File: src/rtl/lbx_pkg.sv
package lbx_pkg;
  localparam int ADDR_W      = 32;
  localparam int MEM_CMP_LSB = 20;
  localparam int IO_CMP_LSB  = 24;
  localparam int MEM_HI_W    = ADDR_W - MEM_CMP_LSB;
  localparam int IO_HI_W     = ADDR_W - IO_CMP_LSB;
  localparam int MAX_SZ_CODE = 11;

  localparam logic [2:0] CYC_IO = 3'b001;

  typedef struct packed {
    logic [MEM_HI_W-1:0] base;
    logic [3:0]          size;
    logic                pref;
    logic                en;
    logic [MEM_HI_W-1:0] map;
    logic [2:0]          cyc;
    logic                low_en;
  } mem_cfg_t;

  typedef struct packed {
    logic [IO_HI_W-1:0] base;
    logic               en;
    logic [IO_HI_W-1:0] map;
  } io_cfg_t;
endpackage

File: src/rtl/lbx_rst_sync.sv
module lbx_rst_sync (
  input  logic clk,
  input  logic rst_n,
  output logic rst_sync_n
);
  logic meta_q;

  always_ff @(posedge clk or negedge rst_n) begin
    if (!rst_n) begin
      meta_q     <= 1'b0;
      rst_sync_n <= 1'b0;
    end else begin
      meta_q     <= 1'b1;
      rst_sync_n <= meta_q;
    end
  end
endmodule

File: src/rtl/lbx_win_regs.sv
module lbx_win_regs
  import lbx_pkg::*;
#(
  parameter int NUM_MEM_WIN = 2,
  localparam int SEL_W = $clog2(2*NUM_MEM_WIN+2)
) (
  input  logic              clk,
  input  logic              rst_n,
  input  logic              wr_en,
  input  logic [SEL_W-1:0]  wr_sel,
  input  logic [ADDR_W-1:0] wr_data,
  output mem_cfg_t          mem_cfg [NUM_MEM_WIN],
  output io_cfg_t           io_cfg
);
  for (genvar i = 0; i < NUM_MEM_WIN; i++) begin : g_mem
    logic     we_base, we_map;
    mem_cfg_t cfg_nx;

    always_comb begin
      we_base = wr_en && (wr_sel == SEL_W'(2*i));
      we_map  = wr_en && (wr_sel == SEL_W'(2*i+1));
      cfg_nx  = mem_cfg[i];
      if (we_base) begin
        cfg_nx.base = wr_data[ADDR_W-1:MEM_CMP_LSB];
        cfg_nx.size = wr_data[7:4];
        cfg_nx.pref = wr_data[3];
        cfg_nx.en   = wr_data[0];
      end
      if (we_map) begin
        cfg_nx.map    = wr_data[15:4];
        cfg_nx.cyc    = wr_data[3:1];
        cfg_nx.low_en = wr_data[0];
      end
    end

    always_ff @(posedge clk or negedge rst_n) begin
      if (!rst_n)                 mem_cfg[i] <= '0;
      else if (we_base || we_map) mem_cfg[i] <= cfg_nx;
    end
  end

  logic    io_we_base, io_we_map;
  io_cfg_t io_nx;

  always_comb begin
    io_we_base = wr_en && (wr_sel == SEL_W'(2*NUM_MEM_WIN));
    io_we_map  = wr_en && (wr_sel == SEL_W'(2*NUM_MEM_WIN+1));
    io_nx      = io_cfg;
    if (io_we_base) begin
      io_nx.base = wr_data[15:8];
      io_nx.en   = wr_data[0];
    end
    if (io_we_map) io_nx.map = wr_data[15:8];
  end

  always_ff @(posedge clk or negedge rst_n) begin
    if (!rst_n)                        io_cfg <= '0;
    else if (io_we_base || io_we_map)  io_cfg <= io_nx;
  end
endmodule

File: src/rtl/lbx_mem_win.sv
module lbx_mem_win
  import lbx_pkg::*;
(
  input  mem_cfg_t          cfg,
  input  logic [ADDR_W-1:0] addr,
  output logic              hit,
  output logic [ADDR_W-1:0] xaddr
);
  logic [3:0]          code;
  logic [MEM_HI_W-1:0] keep;
  logic [MEM_HI_W-1:0] hi_out;

  always_comb begin
    code   = (cfg.size > 4'(MAX_SZ_CODE)) ? 4'(MAX_SZ_CODE) : cfg.size;
    keep   = {MEM_HI_W{1'b1}} << code;
    hit    = cfg.en && (((addr[ADDR_W-1:MEM_CMP_LSB] ^ cfg.base) & keep) == '0);
    hi_out = (cfg.map & keep) | (addr[ADDR_W-1:MEM_CMP_LSB] & ~keep);
    xaddr  = {hi_out, addr[MEM_CMP_LSB-1:2], (cfg.low_en ? addr[1:0] : 2'b00)};
  end
endmodule

File: src/rtl/lbx_io_win.sv
module lbx_io_win
  import lbx_pkg::*;
(
  input  io_cfg_t           cfg,
  input  logic [ADDR_W-1:0] addr,
  output logic              hit,
  output logic [ADDR_W-1:0] xaddr
);
  always_comb begin
    hit   = cfg.en && (addr[ADDR_W-1:IO_CMP_LSB] == cfg.base);
    xaddr = {cfg.map, addr[IO_CMP_LSB-1:0]};
  end
endmodule

File: src/rtl/lbx_xlat_top.sv
module lbx_xlat_top
  import lbx_pkg::*;
#(
  parameter int NUM_MEM_WIN = 2,
  localparam int SEL_W = $clog2(2*NUM_MEM_WIN+2),
  localparam int IDX_W = $clog2(NUM_MEM_WIN+1)
) (
  input  logic              clk,
  input  logic              rst_n,
  input  logic              wr_en,
  input  logic [SEL_W-1:0]  wr_sel,
  input  logic [ADDR_W-1:0] wr_data,
  input  logic [ADDR_W-1:0] lk_addr,
  output logic              out_hit,
  output logic [IDX_W-1:0]  out_idx,
  output logic [ADDR_W-1:0] out_addr,
  output logic [2:0]        out_cyc,
  output logic              out_pref
);
  logic rst_sync_n;

  lbx_rst_sync u_rst (
    .clk        (clk),
    .rst_n      (rst_n),
    .rst_sync_n (rst_sync_n)
  );

  mem_cfg_t mem_cfg [NUM_MEM_WIN];
  io_cfg_t  io_cfg;

  lbx_win_regs #(.NUM_MEM_WIN(NUM_MEM_WIN)) u_regs (
    .clk     (clk),
    .rst_n   (rst_sync_n),
    .wr_en   (wr_en),
    .wr_sel  (wr_sel),
    .wr_data (wr_data),
    .mem_cfg (mem_cfg),
    .io_cfg  (io_cfg)
  );

  logic [NUM_MEM_WIN-1:0] mem_hit;
  logic [ADDR_W-1:0]      mem_xaddr [NUM_MEM_WIN];
  logic                   io_hit;
  logic [ADDR_W-1:0]      io_xaddr;

  for (genvar i = 0; i < NUM_MEM_WIN; i++) begin : g_match
    lbx_mem_win u_mem (
      .cfg   (mem_cfg[i]),
      .addr  (lk_addr),
      .hit   (mem_hit[i]),
      .xaddr (mem_xaddr[i])
    );
  end

  lbx_io_win u_io (
    .cfg   (io_cfg),
    .addr  (lk_addr),
    .hit   (io_hit),
    .xaddr (io_xaddr)
  );

  // Next-state: lowest index overrides, so scan from the top down.
  logic              hit_nx, pref_nx;
  logic [IDX_W-1:0]  idx_nx;
  logic [ADDR_W-1:0] addr_nx;
  logic [2:0]        cyc_nx;

  always_comb begin
    hit_nx  = io_hit;
    idx_nx  = IDX_W'(NUM_MEM_WIN);
    addr_nx = io_xaddr;
    cyc_nx  = CYC_IO;
    pref_nx = 1'b0;
    for (int i = NUM_MEM_WIN-1; i >= 0; i--) begin
      if (mem_hit[i]) begin
        hit_nx  = 1'b1;
        idx_nx  = IDX_W'(i);
        addr_nx = mem_xaddr[i];
        cyc_nx  = mem_cfg[i].cyc;
        pref_nx = mem_cfg[i].pref;
      end
    end
    if (!hit_nx) begin
      idx_nx  = '0;
      addr_nx = '0;
      cyc_nx  = '0;
      pref_nx = 1'b0;
    end
  end

  logic out_ce;
  assign out_ce = 1'b1;

  always_ff @(posedge clk or negedge rst_sync_n) begin
    if (!rst_sync_n) begin
      out_hit  <= 1'b0;
      out_idx  <= '0;
      out_addr <= '0;
      out_cyc  <= '0;
      out_pref <= 1'b0;
    end else if (out_ce) begin
      out_hit  <= hit_nx;
      out_idx  <= idx_nx;
      out_addr <= addr_nx;
      out_cyc  <= cyc_nx;
      out_pref <= pref_nx;
    end
  end
endmodule

File: config.mk
export PLATFORM = sky130hd
export DESIGN_NAME = lbx_xlat_top
export DESIGN_NICKNAME = d
export VERILOG_FILES = /design/src/rtl/lbx_pkg.sv /design/src/rtl/lbx_rst_sync.sv /design/src/rtl/lbx_win_regs.sv /design/src/rtl/lbx_mem_win.sv /design/src/rtl/lbx_io_win.sv /design/src/rtl/lbx_xlat_top.sv
export SDC_FILE = /design/constraint.sdc
export NUM_CORES = 1
export LEC_CHECK = 0
export BUFFER_PORTS_ARGS = -buffer_cell sky130_fd_sc_hd__buf_2
export CORE_MARGIN = 4
export CORE_UTILIZATION = 40
export DETAILED_ROUTE_END_ITERATION = 16
export GPL_ROUTABILITY_DRIVEN = 1
export SLEW_MARGIN = 20
export SYNTH_ARGS = -nofsm -noshare
export SYNTH_HDL_FRONTEND = slang
export SYNTH_SLANG_ARGS = --single-unit
export TNS_END_PERCENT = 20
File: constraint.sdc
create_clock -name clk -period 5.6 [get_ports clk]
set_input_delay 0.56 -clock clk [delete_from_list [all_inputs] [get_ports clk]]
set_output_delay 0.56 -clock clk [all_outputs]
set_load 0.02 [all_outputs]
==> flow_metrics.env <==
export IMPL_arrival_ns=3.40
export IMPL_hp_start="u_rst.meta_q"
export IMPL_slew_viol_final=0
export IMPL_grt_pass1_vias=4065
export IMPL_cts_htree_levels=4
export IMPL_drtAntennaViolNets=0
export IMPL_required_ns=5.92
export IMPL_cts_clk_slew_worst_paths_ns=0.06
export IMPL_endpoint_kind="flop"
export IMPL_multiInputGateArea_um2=2337
export IMPL_clkLatencyLatePin_ns=0.41
export IMPL_die_w_um=126.4
export IMPL_post_cts_buffers=0
export IMPL_io_buffers=104
export IMPL_yosys_area_top_type="dfrtp_1"
export IMPL_dp_slack_ns=2.465
export IMPL_crit_chain="a21oi_1 -> a32oi_1 -> o211ai_1 -> nor3_2 -> buf_4 -> mux2_2 -> a21oi_1"
export IMPL_fillers=1258
export IMPL_start_util_pct=40.58
export IMPL_slew_headroom_pct=30.87
export IMPL_sw_frac_of_total_pct=26.58
export IMPL_numCtsBuffers=17
export IMPL_register_area_um2=3157
export IMPL_reg2reg_depth=7
export IMPL_vias=3780
export IMPL_holdBufCountCts=1
export IMPL_gp_congestion=0.7828
export IMPL_worstHoldPathCells=0
export IMPL_wire_per_inst_um=17.73
export IMPL_start_kind="flop"
export IMPL_critPathMaxFanout=12
export IMPL_first_iter_violations=179
export IMPL_p_clk_share_pct=39.9
export IMPL_synthCells=444
export IMPL_internal_power_mw=1.991
export IMPL_synth_edf_count=0
export IMPL_area_growth_synth_to_final_pct=23.13
export IMPL_synth_area_per_cell_um2=12.64
export IMPL_core_area_um2=13830
export IMPL_ctsResizeCount=0
export IMPL_vias_per_cell=5.094
export IMPL_ys_warn_count=0
export IMPL_drive_gt1_share_pct=39.32
export IMPL_clk_path_buf_depth=2
export IMPL_peakVddDrop_mv=0.2245
export IMPL_synth_area_um2=5610
export IMPL_setup_tns_ns=0
export IMPL_crit_top_cell="a21oi_1"
export IMPL_fin_skew_ns=0.006704
export IMPL_setup_viol=0
export IMPL_reg2reg_to="out_addr[28]"
export IMPL_syn_nets=514
export IMPL_leakagePower_nw=3.197
export IMPL_cts_tree="yes"
export IMPL_combPwrFrac_pct=16.2
export IMPL_ios=109
export IMPL_dp_hpwl_um=9113
export IMPL_holdPathEnd="u_rst.rst_sync_n"
export IMPL_p_seq_share_pct=43.9
export IMPL_fin_ws_ns=2.520
export IMPL_slowest_delay_ns=0.87
export IMPL_yosys_register_bits=126
export IMPL_cellPowerDensity_nw_per_um2=392.5
export IMPL_layout_nets=619
export IMPL_ys_top_cells_by_area="dfrtp_1 56%, mux2_2 14%, mux2_1 5.4%"
export IMPL_first_pass_iters=4
export IMPL_grt_use_total_pct=17.33
export IMPL_die_area_um2=15980
export IMPL_wirelength_um=13150
export IMPL_period_minus_slack_ns=3.080
export IMPL_critPathTopFamily="simple AND/OR/NAND/NOR gates"
export IMPL_die_height_um=126.4
export IMPL_rsz0062_at_grt="false"
export IMPL_clock_root_buffer="clkbuf_16"
export IMPL_r2r_slack_ns=2.52
export IMPL_synth_top_area_share_pct=56.20
export IMPL_antenna_diode_count=0
export IMPL_critPathBufInv=1
export IMPL_tightest_slew_ns=1.031
export IMPL_grt_max_degree=76
export IMPL_rr_startpoint="u_regs.mem_cfg[19]"
export IMPL_power_mw=2.712
export IMPL_critPathSlowestCell="nor3_2"
export IMPL_setup_worst_path_class="flop to flop"
export IMPL_seq_area_frac_synth_pct=56.20
export IMPL_final_hold_viol_count=0
export IMPL_synth_distinct_cells=43
export IMPL_drc=0
export IMPL_cap_violations=0
export IMPL_max_freq_ghz=0.3247
export IMPL_grt_overflow=0
export IMPL_startpoint="u_regs.mem_cfg[19]"
export IMPL_antenna_found_initial=0
export IMPL_async_flop_share_pct=100.0
export IMPL_min_path_type="flop to flop"
export IMPL_outcome="finished clean"
export IMPL_num_rows=43
export IMPL_fin_crit_sh_pct=55.00
export IMPL_p_sw_uw=720.8
export IMPL_numClockSinks=126
export IMPL_grt_pass1_wl_um=21420
export IMPL_synth_main_ff_cell="dfrtp_1"
routing by layer:
metal | track usage, % | wire [um]
met1 | 22.88 | 5939
met3 | 3.537 | 498
met4 | 7.129 | 201
met5 | 0 | 0
met2 | 27.96 | 6515
state kept, by name, summed over array words and instances (netlist names):
| name | count |
|---|---|
| out_addr | 32 |
| out_cyc | 3 |
| out_hit | 1 |
| out_idx | 2 |
| out_pref | 1 |
| u_regs.io_cfg | 17 |
| u_regs.mem_cfg | 68 |
| u_rst.meta_q | 1 |
| u_rst.rst_sync_n | 1 |
placed cells by master, fill, tap and decap left out, drive strengths merged, types with 3 or more instances in the layout:
master / synthesis / final
nand2: 26 / 26
a21oi: 13 / 13
buf: 13 / 112
inv: 4 / 4
clkinvlp: 0 / 3
mux2i: 12 / 12
bufinv: 0 / 3
mux2: 98 / 98
o22ai: 3 / 3
nor2b: 4 / 4
clkinv: 0 / 6
a31oi: 6 / 6
nor2: 17 / 17
clkbuf: 14 / 20
dfrtp: 126 / 126
a211oi: 3 / 3
xor2: 11 / 11
o21ai: 13 / 13
nor3: 5 / 5
xnor2: 21 / 21
and2: 21 / 21
nand3: 5 / 5
cell usage after synthesis (all sizes together) (3+ instances only):
cell type  number
o22ai           3
xnor2          21
a21oi          13
nor2b           4
o21ai          13
nand3           5
inv             4
a31oi           6
nor3            5
a211oi          3
xor2           11
buf            13
clkbuf         14
nor2           17
nand2          26
dfrtp         126
mux2           98
mux2i          12
and2           21
how the worst max path moves through the flow:
| stage | end | slack, ns | depth (start not counted) |
|---|---|---|---|
| after CTS | out_addr[28] | 2.53 | 7 |
| after detailed placement | out_addr[28] | 2.46 | 8 |
| after global routing | out_addr[28] | 2.41 | 7 |
| after floorplan | out_addr[0] | 1.83 | 0 |
| after global placement | out_addr[28] | 2.47 | 8 |
| final | out_addr[28] | 2.52 | 7 |
cell families after synthesis:
logic type,count (synthesis),share of synthesized area (%)
simple gates,92,8.809
flops,126,56.20
mux,110,21.81
buf+inv,31,2.408
other cells,1,0.06684
compound gates,52,5.709
xor+xnor,32,4.996
through the flow:
step | hold slack, ns | instances | util, % | cell area, um2
5_1_grt | 0.3467 | 742 | 49.96 | 6908
3_3_place_gp | 0.3358 | 709 | 45.67 | 6315
6_report | 0.3482 | 742 | 49.96 | 6908
4_1_cts | 0.3324 | 742 | 49.96 | 6908
3_5_place_dp | 0.3381 | 709 | 45.67 | 6315
2_1_floorplan | 0.2644 | 444 | - | 5610
worst register-to-register path, stage by stage (launching register included):
cell and delay (ns):
dfrtp_1 0.60, a21oi_1 0.21, a32oi_1 0.24, o211ai_1 0.18, nor3_2 0.87, buf_4 0.34, mux2_2 0.35, a21oi_1 0.19
power groups by stage:
stage | clock network [mW] | registers (mW) | logic, mW
floorplan | 0 | 1.17 | 0.324
global placement | 0 | 1.20 | 0.429
detailed placement | 0 | 1.21 | 0.440
CTS | 1.11 | 1.19 | 0.444
global route | 1.15 | 1.21 | 0.485
finish | 1.08 | 1.19 | 0.438
layout make-up:
class | instances | area share (%)
Sequential cell | 126 | 45.70
Inverter | 4 | 0.2174
Timing Repair Buffer | 113 | 8.549
Multi-Input combinational cell | 287 | 33.83
Clock inverter | 12 | 2.119
Clock buffer | 20 | 6.321
Tap cell | 180 | 3.260
(Power assumes the default switching activity.)
